### config.mk
export PLATFORM = sky130hd
export DESIGN_NAME = uart_mode_router
export DESIGN_NICKNAME = d
export VERILOG_FILES = /design/src/rtl/uart_route_pkg.sv /design/src/rtl/route_echo_reg.sv /design/src/rtl/route_exit_hold.sv /design/src/rtl/route_serial_mux.sv /design/src/rtl/route_cpu_gate.sv /design/src/rtl/uart_mode_router.sv
export SDC_FILE = /design/constraint.sdc
export NUM_CORES = 1
export LEC_CHECK = 0
export BUFFER_PORTS_ARGS = -buffer_cell sky130_fd_sc_hd__buf_2
export CAP_MARGIN = 10
export CELL_PAD_IN_SITES_DETAIL_PLACEMENT = 1
export CELL_PAD_IN_SITES_GLOBAL_PLACEMENT = 1
export CORE_MARGIN = 3
export CORE_UTILIZATION = 26
export DETAILED_ROUTE_END_ITERATION = 7
export GPL_TIMING_DRIVEN = 1
export PLACE_DENSITY_LB_ADDON = 0.1
export SYNTH_ARGS = -nofsm -noshare
export SYNTH_HDL_FRONTEND = slang
export SYNTH_SLANG_ARGS = --single-unit
export TNS_END_PERCENT = 50
### constraint.sdc
create_clock -name clk_i -period 1.65 [get_ports clk_i]
set_input_delay 0.2475 -clock clk_i [delete_from_list [all_inputs] [get_ports clk_i]]
set_output_delay 0.2475 -clock clk_i [all_outputs]
set_load 0.01 [all_outputs]
### src/rtl/uart_route_pkg.sv
package uart_route_pkg;
  typedef enum logic [1:0] {
    MODE_NORMAL = 2'b00,
    MODE_ECHO   = 2'b01,
    MODE_LLOOP  = 2'b10,
    MODE_RLOOP  = 2'b11
  } route_mode_e;

  function automatic logic is_echo(input route_mode_e m);
    return (m == MODE_ECHO) || (m == MODE_RLOOP);
  endfunction
endpackage

### src/rtl/route_echo_reg.sv
module route_echo_reg (
  input  logic clk_i,
  input  logic rst_ni,
  input  logic rx_tick_i,
  input  logic rxd_i,
  output logic echo_o
);
  logic echo_q;
  // reclock received line on the receive bit clock; idles at mark
  always_ff @(posedge clk_i or negedge rst_ni) begin
    if (!rst_ni)        echo_q <= 1'b1;
    else if (rx_tick_i) echo_q <= rxd_i;
  end
  assign echo_o = echo_q;
endmodule

### src/rtl/route_exit_hold.sv
module route_exit_hold
  import uart_route_pkg::*;
#(
  parameter int OVS = 16
) (
  input  logic        clk_i,
  input  logic        rst_ni,
  input  route_mode_e mode_i,
  input  logic        tx_en_i,
  input  logic        rx_stop_seen_i,
  input  logic        rx_tick_i,
  output route_mode_e eff_mode_o,
  output logic        hold_o
);
  localparam int CNT_W = (OVS > 1) ? $clog2(OVS) : 1;
  localparam logic [CNT_W-1:0] LAST = CNT_W'(OVS - 1);

  logic             hold_q;
  route_mode_e      held_q;
  logic [CNT_W-1:0] cnt_q;

  always_ff @(posedge clk_i or negedge rst_ni) begin
    if (!rst_ni) begin
      hold_q <= 1'b0;
      held_q <= MODE_NORMAL;
      cnt_q  <= '0;
    end else if (!hold_q) begin
      if (rx_stop_seen_i && tx_en_i && is_echo(mode_i)) begin
        hold_q <= 1'b1;
        held_q <= mode_i;
        cnt_q  <= '0;
      end
    end else if (rx_tick_i) begin
      if (cnt_q == LAST) hold_q <= 1'b0;
      cnt_q <= cnt_q + 1'b1;
    end
  end

  assign eff_mode_o = hold_q ? held_q : mode_i;
  assign hold_o     = hold_q;
endmodule

### src/rtl/route_serial_mux.sv
module route_serial_mux
  import uart_route_pkg::*;
(
  input  route_mode_e mode_i,
  input  logic        rxd_i,
  input  logic        core_txd_i,
  input  logic        echo_i,
  input  logic        tx_tick_i,
  input  logic        rx_tick_i,
  output logic        txd_o,
  output logic        core_rxd_o,
  output logic        core_tx_tick_o,
  output logic        core_rx_tick_o
);
  always_comb begin
    txd_o          = core_txd_i;
    core_rxd_o     = rxd_i;
    core_tx_tick_o = tx_tick_i;
    core_rx_tick_o = rx_tick_i;
    unique case (mode_i)
      MODE_NORMAL: ;
      MODE_ECHO, MODE_RLOOP: begin
        txd_o          = echo_i;
        core_tx_tick_o = rx_tick_i;
      end
      MODE_LLOOP: begin
        txd_o          = 1'b1;
        core_rxd_o     = core_txd_i;
        core_rx_tick_o = tx_tick_i;
      end
      default: ;
    endcase
  end
endmodule

### src/rtl/route_cpu_gate.sv
module route_cpu_gate
  import uart_route_pkg::*;
#(
  parameter int DATA_W = 8,
  parameter int ERR_W  = 3
) (
  input  route_mode_e       mode_i,
  input  logic              cpu_tx_wr_i,
  input  logic              tx_rdy_i,
  input  logic              tx_emt_i,
  input  logic              rx_valid_i,
  input  logic [DATA_W-1:0] rx_data_i,
  input  logic [ERR_W-1:0]  rx_err_i,
  output logic              core_tx_wr_o,
  output logic              tx_rdy_o,
  output logic              tx_emt_o,
  output logic              rx_valid_o,
  output logic [DATA_W-1:0] rx_data_o,
  output logic [ERR_W-1:0]  rx_err_o
);
  logic tx_blk, rx_blk;
  assign tx_blk = (mode_i == MODE_ECHO);
  assign rx_blk = (mode_i == MODE_RLOOP);

  assign core_tx_wr_o = cpu_tx_wr_i & ~tx_blk;
  assign tx_rdy_o     = tx_rdy_i    & ~tx_blk;
  assign tx_emt_o     = tx_emt_i    & ~tx_blk;
  assign rx_valid_o   = rx_valid_i  & ~rx_blk;
  assign rx_data_o    = rx_blk ? '0 : rx_data_i;
  assign rx_err_o     = rx_blk ? '0 : rx_err_i;
endmodule

### src/rtl/uart_mode_router.sv
module uart_mode_router
  import uart_route_pkg::*;
#(
  parameter int DATA_W = 8,
  parameter int ERR_W  = 3,
  parameter int OVS    = 16
) (
  input  logic              clk_i,
  input  logic              rst_ni,
  input  logic [1:0]        mode_i,
  input  logic              tx_en_i,
  input  logic              rxd_i,
  output logic              txd_o,
  input  logic              core_txd_i,
  output logic              core_rxd_o,
  input  logic              tx_tick_i,
  input  logic              rx_tick_i,
  output logic              core_tx_tick_o,
  output logic              core_rx_tick_o,
  input  logic              rx_stop_seen_i,
  input  logic              cpu_tx_wr_i,
  output logic              core_tx_wr_o,
  input  logic              tx_rdy_i,
  output logic              tx_rdy_o,
  input  logic              tx_emt_i,
  output logic              tx_emt_o,
  input  logic              rx_valid_i,
  output logic              rx_valid_o,
  input  logic [DATA_W-1:0] rx_data_i,
  output logic [DATA_W-1:0] rx_data_o,
  input  logic [ERR_W-1:0]  rx_err_i,
  output logic [ERR_W-1:0]  rx_err_o
);
  route_mode_e eff_mode;
  logic        hold_w;
  logic        echo_w;

  route_exit_hold #(.OVS(OVS)) i_hold (
    .clk_i, .rst_ni,
    .mode_i         (route_mode_e'(mode_i)),
    .tx_en_i,
    .rx_stop_seen_i,
    .rx_tick_i,
    .eff_mode_o     (eff_mode),
    .hold_o         (hold_w)
  );

  route_echo_reg i_echo (
    .clk_i, .rst_ni, .rx_tick_i, .rxd_i,
    .echo_o (echo_w)
  );

  route_serial_mux i_ser (
    .mode_i (eff_mode),
    .rxd_i, .core_txd_i,
    .echo_i (echo_w),
    .tx_tick_i, .rx_tick_i,
    .txd_o, .core_rxd_o, .core_tx_tick_o, .core_rx_tick_o
  );

  route_cpu_gate #(.DATA_W(DATA_W), .ERR_W(ERR_W)) i_cpu (
    .mode_i (eff_mode),
    .cpu_tx_wr_i, .tx_rdy_i, .tx_emt_i, .rx_valid_i, .rx_data_i, .rx_err_i,
    .core_tx_wr_o, .tx_rdy_o, .tx_emt_o, .rx_valid_o, .rx_data_o, .rx_err_o
  );
endmodule

**Word level (Yosys, flattened, before mapping)**

Cells that the tools add are included.

- Register bits: 8
- Latch bits: 0
- Bits in writable memories: 0
- Bits in read-only memories: 0
- Bits of input ports: 25
- Word-level logic and storage cells: 40
- Memories kept: 0

- Add/sub/neg operators: 1
- Multipliers: 0
- Divide/modulo/power cells: 0
- Magnitude comparators: 0
- Equal/unequal tests: 7
- Shift-type cells: 0
- Mux-type cells: 14
- Bitwise operators: 7
- Reductions and logical operators: 7

Operators by type and width:

| kind | number |
|---|---|
| $mux W4 | 3 |
| $mux W8 | 1 |
| $mux W1 | 7 |
| $eq A2 B2 Y1 const B | 3 |
| $add A4 B1 Y4 const B | 1 |
| $and A1 B1 Y1 | 4 |
| $eq A2 B1 Y1 const B | 2 |
| $eq A4 B4 Y1 const B | 1 |
| $reduce_and A2 Y1 | 2 |
| $mux W3 | 1 |
| $not A1 Y1 | 3 |
| $logic_and A1 B1 Y1 | 2 |
| $mux W2 | 1 |
| $ne A2 B2 Y1 const B | 1 |
| $pmux W1 S2 | 1 |
| $reduce_bool A2 Y1 | 1 |
| $reduce_or A2 Y1 | 1 |
| $logic_or A1 B1 Y1 | 1 |

**Logic depth before layout (Yosys ltp)**

Gate-level depths: netlist of the first run.

- Word-level depth: 5
- Depth in mapped cells: 4
- Gate-level depth less buffers: 4

**Hierarchy**

A second synthesis of the first run with hierarchy kept.

- Cells, all modules: 55
- Area, all modules: 575.6 um^2

Modules (own cells, without submodules):

| module | times used | cells an instance | area an instance (um^2) |
|---|---|---|---|
| route_exit_hold | 1 | 28 | 336.6 |
| route_cpu_gate | 1 | 18 | 142.6 |
| route_serial_mux | 1 | 7 | 55.1 |
| route_echo_reg | 1 | 2 | 41.3 |

**Least setup slack after synthesis of the first run**

No wires, ideal clock.

- Kind: reg2out
- Start point: register i_hold.hold_q, in the netlist i_hold.hold_o
- End point: output port core_tx_tick_o
- Arrival time: 1,107 ps
- Required time: 1,402 ps
- Path slack: 295 ps
- Stages on the path, launching flop included: 4
- Path buffers: 1
- Path through: dfrtp_1 > buf_6 > mux2i_1 > mux2_2

- Longest elaborated chain between the ends: 4

Ends and longest elaborated chain:

| item | RTL line | text |
|---|---|---|
| start: declaration | route_exit_hold.sv:18 | `logic hold_q;` |
| start signal: assignment | route_exit_hold.sv:24 | `hold_q <= 1'b0;` |
| start signal: assignment | route_exit_hold.sv:29 | `hold_q <= 1'b1;` |
| start signal: assignment | route_exit_hold.sv:34 | `if (cnt_q == LAST) hold_q <= 1'b0;` |
| $mux W2 * | route_exit_hold.sv:39 | `assign eff_mode_o = hold_q ? held_q : mode_i;` |
| $eq A2 B2 Y1 or $eq A2 B1 Y1 (tied branches) | route_serial_mux.sv:20 | `unique case (mode_i)` |
| $reduce_or A2 Y1 * | route_serial_mux.sv:20 |  |
| $mux W1 * | route_serial_mux.sv:20 |  |
| end: declaration | uart_mode_router.sv:18 | `output logic core_tx_tick_o,` |

Mark *: on every way between the ends. The rest lies on a longest branch, timed or not.

**Worst setup path in the final report of the first run**

Ends and elaborated chain as after synthesis.

==> flow_summary.json, run 1 <==
{
  "crit_fanout": 7,
  "grt_pass1_wl_mm": 2.39,
  "track_usage": 0.119,
  "violations": "setup timing",
  "post-route-period-util": 1.04,
  "total_power_mw": 1.21,
  "syn2layout_area_growth_pct": 53.4,
  "post-place-ws_ns": 0.142,
  "required_ns": 1.40,
  "dp_cells": 128,
  "fin_nets": 133,
  "avgViaCountPerCell": 4.41,
  "syn_avg_cell_area_um2": 9.82,
  "drtAntennaViolNets": 0,
  "p_leak_nw": 0.469,
  "yosys.area_share.simple": 0.334,
  "layout_setup_ws_ns": -0.0682,
  "grt-ovfl-total": 0,
  "clock-sinks": 8,
  "hp-start": "rxd_i",
  "max-vdd-ir-drop_mv": 0.560,
  "yosysTopAreaCell": "dfrtp_1",
  "crit_path_end_kind": "output pin",
  "stdcell_count": 133,
  "grt_pass1_vias": 535,
  "setup_viol": 4,
  "yosysSeqAreaShare": 0.354,
  "syn-num-nets": 84,
  "post_cts_buffers": 0,
  "finalClockSkew_ns": 0.0108,
  "arrival_ns": 1.47,
  "clockBufferDepth": 2,
  "cts-root-buf": "clkbuf_4",
  "dieWidth_um": 52.8,
  "wl_mm": 1.57,
  "fp.dieArea_mm2": 0.00279,
  "pin_count": 44,
  "yosysWarnings": 0,
  "synth_top_area_frac": 0.308,
  "r2r-start": "i_hold.hold_o",
  "antenna_cells": 0,
  "drive_gt1_frac": 0.575,
  "synth_top_family_by_area": "simple AND/OR/NAND/NOR gates",
  "worst_slew_pin_slew_ns": 0.231,
  "clkTransAtPathRegs_ns": 0.05,
  "vias": 587,
  "slew_viol_final": 0,
  "synth_flop_cell": "dfrtp_1",
  "synth_edf_count": 0,
  "synth_compound_area_frac": 0.103,
  "rows": 16,
  "io_buffers": 43,
  "status": "finished, violations left",
  "power_density_mw_per_mm2": 1380,
  "yosysMostFrequentCell": "and2_1",
  "drt-initial-drc-count": 4,
  "tns_ns": -0.238,
  "netlist_top_cells_count": "and2_1 (16), dfrtp_1 (7), nand2_1 (6), nand3_1 (5), mux2_2 (3)",
  "dp_hpwl_mm": 1.34,
  "crit_start": "i_hold.hold_o",
  "synth_mux_area_frac": 0.130,
  "drc_errors": 0,
  "antenna_found_initial": 0,
  "coreArea_mm2": 0.00202,
  "synth-async-reset-ratio": 1.00,
  "numCtsBuffers": 3,
  "max-cap-violations": 0,
  "crit_path_start_kind": "register",
  "hold_violations": 0,
  "grt_setup_unrepaired": "yes",
  "synth-xor-area-share": 0.0154,
  "ctsHtreeMaxLevel": 1,
  "synthAdderAreaFrac": 0.0220,
  "netlist_area_um2": 569,
  "crit_type": "register to output pin",
  "hp-class": "input pin to register",
  "gp_congestion": 0.713,
  "start_util": 0.282,
  "slew_headroom": 0.843,
  "ys_ff_latch": 8,
  "syn_inst": 58,
  "firstDrtPassIters": 2,
  "clock.fmax_ghz": 0.582,
  "synth_top_cells_by_area": "dfrtp_1 (31%), and2_1 (18%), mux2_2 (5.9%), mux2_4 (5.3%), dfstp_2 (4.6%)",
  "insertion_delay_ns": 0.27,
  "fp.dieH_um": 52.8,
  "fill_cells": 261,
  "ys_types": 24,
  "wl_per_cell_um": 11.8,
  "fin_crit_ns": 1.72,
  "cts_tree": "yes",
  "grt_max_degree": 13
}
[layout make-up]
type / count / area [um2] / share of cell area
well taps: 27 / 33.8 / 0.0387
clock buffers: 4 / 26.3 / 0.0301
inverters: 2 / 7.51 / 0.00860
flip-flops and latches: 8 / 203 / 0.232
multi-input cells: 46 / 350 / 0.401
repair buffers: 46 / 253 / 0.289
[what timing repair did]
action | CTS | global route
setup endpoints to repair | 19 | 19
pin swaps | 3 | 4
resized for setup | 5 | 1
endpoints found under the hold margin | 7 | 0
hold buffers | 1 | 0
[kinds of logic after synthesis]
kind of cell	after synthesis
AOI/OAI and AO/OA	7
xor gates and xnor gates	1
adders and majority gates	1
buffers and inverters	4
DFF	8
muxes	6
and+or+nand+nor	31
[state kept, by name (all words and copies together) (netlist names)]
| register | cells |
|---|---|
| i_hold.cnt_q | 4 |
| i_hold.held_q | 2 |
| i_echo.echo_o | 1 |
| i_hold.hold_o | 1 |
[metrics by stage]
| stage | area (um2) | util | hold WS, ns |
|---|---|---|---|
| 6_report | 873 | 0.432 | 0.243 |
| 4_1_cts | 873 | 0.432 | 0.232 |
| 5_1_grt | 873 | 0.432 | 0.245 |
| 3_5_place_dp | 817 | 0.404 | 0.102 |
| 2_1_floorplan | 569 | - | -0.0481 |
| 3_3_place_gp | 817 | 0.404 | 0.0955 |
[critical path, stage by stage (launching register included)]
cell and delay [ns]:
dfrtp_2 0.43, mux2i_2 0.29, mux2_2 0.36, buf_2 0.14
[where the power goes]
group          switching (mW)  total, mW  internal [mW]
combinational           0.321      0.687          0.366
clock                  0.0739      0.167         0.0930
sequential             0.0792      0.355          0.276
[layout by cell type, fill, tap and decap left out]
cell type / synthesis / layout
mux2i_2: 0 / 1
o211ai_1: 1 / 1
clkbuf_1: 0 / 1
nand4_1: 1 / 1
o31ai_1: 1 / 1
a211o_1: 1 / 1
nor2b_1: 2 / 1
nand4b_4: 1 / 1
buf_4: 0 / 2
dfrtp_1: 7 / 6
dfstp_2: 1 / 1
nand2_1: 6 / 6
a32o_2: 1 / 1
xnor2_1: 1 / 1
a32oi_1: 1 / 1
and2_1: 16 / 16
o32a_1: 1 / 1
inv_2: 1 / 2
buf_2: 1 / 41
o21ai_0: 1 / 1
mux2_4: 2 / 2
nor2b_2: 0 / 1
dfrtp_2: 0 / 1
ha_1: 1 / 1
dlygate4sd3_1: 0 / 1
nand3_1: 5 / 5
mux2_2: 3 / 3
buf_6: 1 / 2
clkbuf_4: 0 / 3
[path summary, 6_finish.rpt]
path                                    end  slack [ns]  depth (start not counted)
hold reg to reg             i_hold.cnt_q[3]        0.50                          1
setup reg to reg           i_hold.held_q[1]        0.42                          3
setup / recovery             core_tx_tick_o       -0.07                          3
max in group asynchronous     i_echo.echo_o        1.06                          2
min in group asynchronous   i_hold.cnt_q[0]        0.34                          2
hold / removal                i_echo.echo_o        0.24                          2
[per-layer routing]
layer	part of all wire	up-vias	GRT usage
met5	0	-	0
met4	0.022	0	0.0766
met3	0.078	4	0.0256
met2	0.48	21	0.196
met1	0.42	263	0.137
li1	-	299	-
(Power assumes the default switching activity.)
==> run 2: changes to the inputs <==
Settings changed: CORE_ASPECT_RATIO set to 0.6, CTS_CLUSTER_SIZE set to 25.
==> run 2 against run 1 <==
Against the previous run: the flow still finishes with violations (setup timing); worst setup slack got worse by 0.069 ns; largest cell class unchanged; critical path type unchanged; clock power decreased by 5%; first-iteration DRC count increased by 75%; final cell count unchanged; final area increased by 4.3%.
==> flow_summary.json, run 2 (synthesis gave the netlist of run 1 again) <==
{
  "drtAntennaViolNets": 0,
  "grt_max_degree": 13,
  "numCtsBuffers": 3,
  "fin_nets": 132,
  "start_util": 0.292,
  "vias": 615,
  "drc_errors": 0,
  "slew_viol_final": 0,
  "finalClockSkew_ns": 0.00651,
  "drt-initial-drc-count": 7,
  "wl_mm": 1.74,
  "firstDrtPassIters": 2,
  "worst_slew_pin_slew_ns": 0.329,
  "track_usage": 0.139,
  "hp-start": "rxd_i",
  "grt_setup_unrepaired": "yes",
  "required_ns": 1.40,
  "final_cell_mix": "buf_2 (40), and2_1 (16), nand2_1 (6)",
  "max-vdd-ir-drop_mv": 0.589,
  "p_leak_nw": 0.481,
  "stdcell_count": 133,
  "io_buffers": 43,
  "pin_count": 44,
  "coreArea_mm2": 0.00195,
  "insertion_delay_ns": 0.26,
  "setup_viol": 11,
  "post-route-period-util": 1.08,
  "drive_gt1_frac": 0.581,
  "antenna_found_initial": 0,
  "r2r_slack_ns": 0.46,
  "avgViaCountPerCell": 4.62,
  "hold_violations": 0,
  "clock-sinks": 8,
  "status": "finished, violations left",
  "combPwrFrac": 0.574,
  "clkTransAtPathRegs_ns": 0.05,
  "clkPwrFrac": 0.125,
  "power.share.sequential": 0.301,
  "wl_per_cell_um": 13.1,
  "power_density_mw_per_mm2": 1390,
  "reg_top3": "i_hold.cnt_q (4), i_hold.held_q (2)",
  "crit_fanout": 7,
  "tns_ns": -0.548,
  "crit_path_start_kind": "register",
  "max-cap-violations": 0,
  "post_cts_buffers": 0,
  "gp_congestion": 0.730,
  "p_int_mw": 0.756,
  "fp.dieH_um": 42.2,
  "fp.dieArea_mm2": 0.00281,
  "ctsHtreeMaxLevel": 1,
  "syn2layout_area_growth_pct": 60.0,
  "p_switching_mw": 0.508,
  "clockBufferDepth": 2,
  "dieWidth_um": 66.4,
  "whs_path_depth": 2,
  "largest_reg_flops": 4,
  "r2r-start": "i_hold.hold_o",
  "crit_path_end_kind": "output pin",
  "rows": 12,
  "hold_ws_ns": 0.255,
  "met1_usage": 0.162,
  "hp-class": "input pin to register",
  "cts-root-buf": "clkbuf_4",
  "fin_crit_ns": 1.79,
  "grt_pass1_wl_mm": 2.86,
  "grt-ovfl-total": 0,
  "violations": "setup timing",
  "final_common_cell": "buf_2",
  "grtUsageMet3": 0.0617,
  "reg2reg_depth": 4,
  "antenna_cells": 0,
  "regMostFlops": "i_hold.cnt_q",
  "dp_cells": 128,
  "dp_hpwl_mm": 1.47,
  "top_usage_layer": "met2",
  "hold_end": "i_echo.echo_o",
  "cts_tree": "yes",
  "arrival_ns": 1.54,
  "clock.fmax_ghz": 0.559,
  "crit_type": "register to output pin",
  "fill_cells": 249,
  "netSwitchingFraction": 0.402,
  "grt_pass1_vias": 622,
  "regToRegEndpoint": "i_hold.cnt_q[3]",
  "slew_headroom": 0.781,
  "use_met2": 0.219,
  "layout_setup_ws_ns": -0.138
}
run 2: layout make-up:
| type | count | area [um2] | area share |
|---|---|---|---|
| inverters | 2 | 7.51 | 0.00824 |
| flip-flops and latches | 8 | 204 | 0.224 |
| clock buffers | 4 | 26.3 | 0.0288 |
| well taps | 28 | 35.0 | 0.0385 |
| repair buffers | 45 | 251 | 0.276 |
| multi-input cells | 46 | 387 | 0.424 |
run 2: timing repair:
item,in CTS,in global routing
endpoints found under the hold margin,7,0
resized for setup,6,6
gates cloned,0,0
hold buffers,1,0
setup endpoints to repair,19,19
pin swaps,3,3
run 2: metrics by stage:
stage / total power [mW] / setup WS [ns] / utilization / cell area, um2
floorplan: 0.787 / 0.295 / - / 569
global route: 1.39 / -0.197 / 0.467 / 911
global placement: 1.01 / 0.0370 / 0.415 / 811
CTS: 1.24 / -0.125 / 0.448 / 875
detailed placement: 1.03 / -0.0927 / 0.415 / 811
finish: 1.26 / -0.138 / 0.467 / 911
run 2: power groups by stage:
| stage | clock network [mW] | registers, mW | logic, mW |
|---|---|---|---|
| floorplan | 0 | 0.324 | 0.463 |
| global placement | 0 | 0.355 | 0.654 |
| detailed placement | 0 | 0.359 | 0.676 |
| CTS | 0.168 | 0.366 | 0.702 |
| global route | 0.182 | 0.398 | 0.805 |
| finish | 0.159 | 0.380 | 0.725 |
run 2: worst max-delay path by stage:
stage | startpoint | end | slack, ns | cells past startpoint
6_report | i_hold.hold_o | core_rxd_o | -0.14 | 4
3_5_place_dp | i_hold.hold_o | rx_data_o[5] | -0.09 | 4
2_1_floorplan | i_hold.hold_o | core_tx_tick_o | 0.30 | 3
4_1_cts | i_hold.hold_o | core_rxd_o | -0.12 | 4
5_1_grt | i_hold.hold_o | core_rxd_o | -0.20 | 4
3_3_place_gp | i_hold.hold_o | rx_valid_o | 0.04 | 4
run 2: metal layers:
| layer | part of all wire | vias to the layer above |
|---|---|---|
| met5 | 0 | - |
| met4 | 0.014 | 0 |
| met3 | 0.076 | 4 |
| met2 | 0.48 | 23 |
| met1 | 0.43 | 289 |
| li1 | - | 299 |
run 2: critical path, cell delays in order (launching register included):
cell,delay [ns]
dfrtp_2,0.48
nor2b_4,0.16
a32o_2,0.20
mux2_4,0.32
buf_6,0.12
==> run 3: changes to the inputs <==
Settings changed: RECOVER_POWER set to 100.
==> run 3 against run 2 <==
Against the previous run: the run still ends with setup timing left; final cell count unchanged; critical path depth unchanged; core utilization decreased by 0.064 points; global-route usage unchanged; clock skew about the same; combinational power about the same; worst setup slack improved by 0.00067 ns; die area unchanged; sequential cell count unchanged; hold slack improved by 0.00065 ns; via count increased by 0.16%; non-clock buffer count unchanged; critical endpoint unchanged.
==> flow_summary.json, run 3 (synthesis gave the netlist of run 1 again) <==
{
  "status": "finished, violations left",
  "violations": "setup timing",
  "power_density_mw_per_mm2": 1390,
  "clkTransAtPathRegs_ns": 0.05,
  "slew_viol_final": 0,
  "grt-ovfl-total": 0,
  "layout_setup_ws_ns": -0.137,
  "grt_max_degree": 13,
  "gp_congestion": 0.730,
  "fin_nets": 132,
  "final_common_cell": "buf_2",
  "coreArea_mm2": 0.00195,
  "p_leak_nw": 0.478,
  "dieWidth_um": 66.4,
  "slew_headroom": 0.687,
  "fill_cells": 250,
  "regToRegEndpoint": "i_hold.cnt_q[3]",
  "worst_slew_pin_slew_ns": 0.469,
  "stdcell_area_um2": 910,
  "cts_tree": "yes",
  "finalClockSkew_ns": 0.00636,
  "grt_pass1_wl_mm": 2.86,
  "cts-root-buf": "clkbuf_4",
  "reg_top3": "i_hold.cnt_q (4), i_hold.held_q (2)",
  "r2r-start": "i_hold.hold_o",
  "regMostFlops": "i_hold.cnt_q",
  "antenna_cells": 0,
  "drive_gt1_frac": 0.571,
  "grt_setup_unrepaired": "yes",
  "fin_crit_ns": 1.79,
  "max-cap-violations": 0,
  "fp.dieH_um": 42.2,
  "dp_hpwl_mm": 1.47,
  "crit_path_start_kind": "register",
  "drtAntennaViolNets": 0,
  "rows": 12,
  "fp.dieArea_mm2": 0.00281,
  "hold_end": "i_echo.echo_o",
  "clock.fmax_ghz": 0.560,
  "whs_path_depth": 2,
  "vias": 616,
  "final_cell_mix": "buf_2 (39), and2_1 (16), nand2_1 (6)",
  "numCtsBuffers": 3,
  "r2r_slack_ns": 0.46,
  "arrival_ns": 1.54,
  "io_buffers": 43,
  "post-place-ws_ns": -0.0927,
  "clock-sinks": 8,
  "grt_pass1_vias": 622,
  "firstDrtPassIters": 2,
  "antenna_found_initial": 0,
  "largest_reg_flops": 4,
  "syn2layout_area_growth_pct": 59.8,
  "place_area_um2": 811,
  "hp-start": "rxd_i",
  "clockBufferDepth": 2,
  "post_cts_buffers": 0,
  "tns_ns": -0.539,
  "crit_path_end_kind": "output pin",
  "setup_viol": 11,
  "hold_violations": 0,
  "drc_errors": 0,
  "post-route-period-util": 1.08,
  "drt-initial-drc-count": 7,
  "track_usage": 0.139,
  "final_core_util": 0.466,
  "reg2reg_depth": 4,
  "ctsHtreeMaxLevel": 1,
  "hold_ws_ns": 0.256,
  "insertion_delay_ns": 0.26,
  "wl_mm": 1.74,
  "max-vdd-ir-drop_mv": 0.589,
  "start_util": 0.292,
  "required_ns": 1.40,
  "pin_count": 44,
  "crit_fanout": 7,
  "crit_type": "register to output pin",
  "avgViaCountPerCell": 4.63,
  "hp-class": "input pin to register",
  "wl_per_cell_um": 13.1
}
-- run 3: cell type report --
type / instances / area [um2] / share of cell area
multi-input combinational: 46 / 387 / 0.425
timing repair buffer: 45 / 250 / 0.275
sequential: 8 / 204 / 0.224
tap: 28 / 35.0 / 0.0385
clock buffer: 4 / 26.3 / 0.0289
inverter: 2 / 7.51 / 0.00825
-- run 3: power breakdown --
part	switching [mW]	internal, mW
Combinational	0.337	0.388
Sequential	0.104	0.275
Clock	0.0657	0.0924
Total	0.507	0.756
-- run 3: how the worst max path moves through the flow --
| stage | startpoint | end | slack, ns | cells after the start |
|---|---|---|---|---|
| after global routing | i_hold.hold_o | core_rxd_o | -0.20 | 4 |
| after detailed placement | i_hold.hold_o | rx_data_o[5] | -0.09 | 4 |
| after global placement | i_hold.hold_o | rx_valid_o | 0.04 | 4 |
| final | i_hold.hold_o | core_rxd_o | -0.14 | 4 |
| after floorplan | i_hold.hold_o | core_tx_tick_o | 0.30 | 3 |
| after CTS | i_hold.hold_o | core_rxd_o | -0.12 | 4 |
-- run 3: critical path, stage by stage (launching register included) --
cell     delay [ns]
dfrtp_2        0.48
nor2b_4        0.16
a32o_2         0.20
mux2_4         0.32
buf_6          0.12
-- run 3: through the flow --
| stage | power (mW) | cells |
|---|---|---|
| 2_1_floorplan | 0.787 | 58 |
| 3_3_place_gp | 1.01 | 128 |
| 3_5_place_dp | 1.03 | 128 |
| 4_1_cts | 1.24 | 133 |
| 5_1_grt | 1.38 | 133 |
| 6_report | 1.26 | 133 |
-- run 3: layer usage --
layer  share of wire  vias up  track usage
met1            0.43      289        0.162
met2            0.48       23        0.219
li1                -      300            -
met5               0        -            0
met4           0.014        0       0.0607
met3           0.076        4       0.0617
-- run 3: repair_timing --
action,CTS,global route
resized for setup,6,6
setup endpoints to repair,19,19
hold endpoints to repair,7,0
hold buffers,1,0
pin swaps,3,3
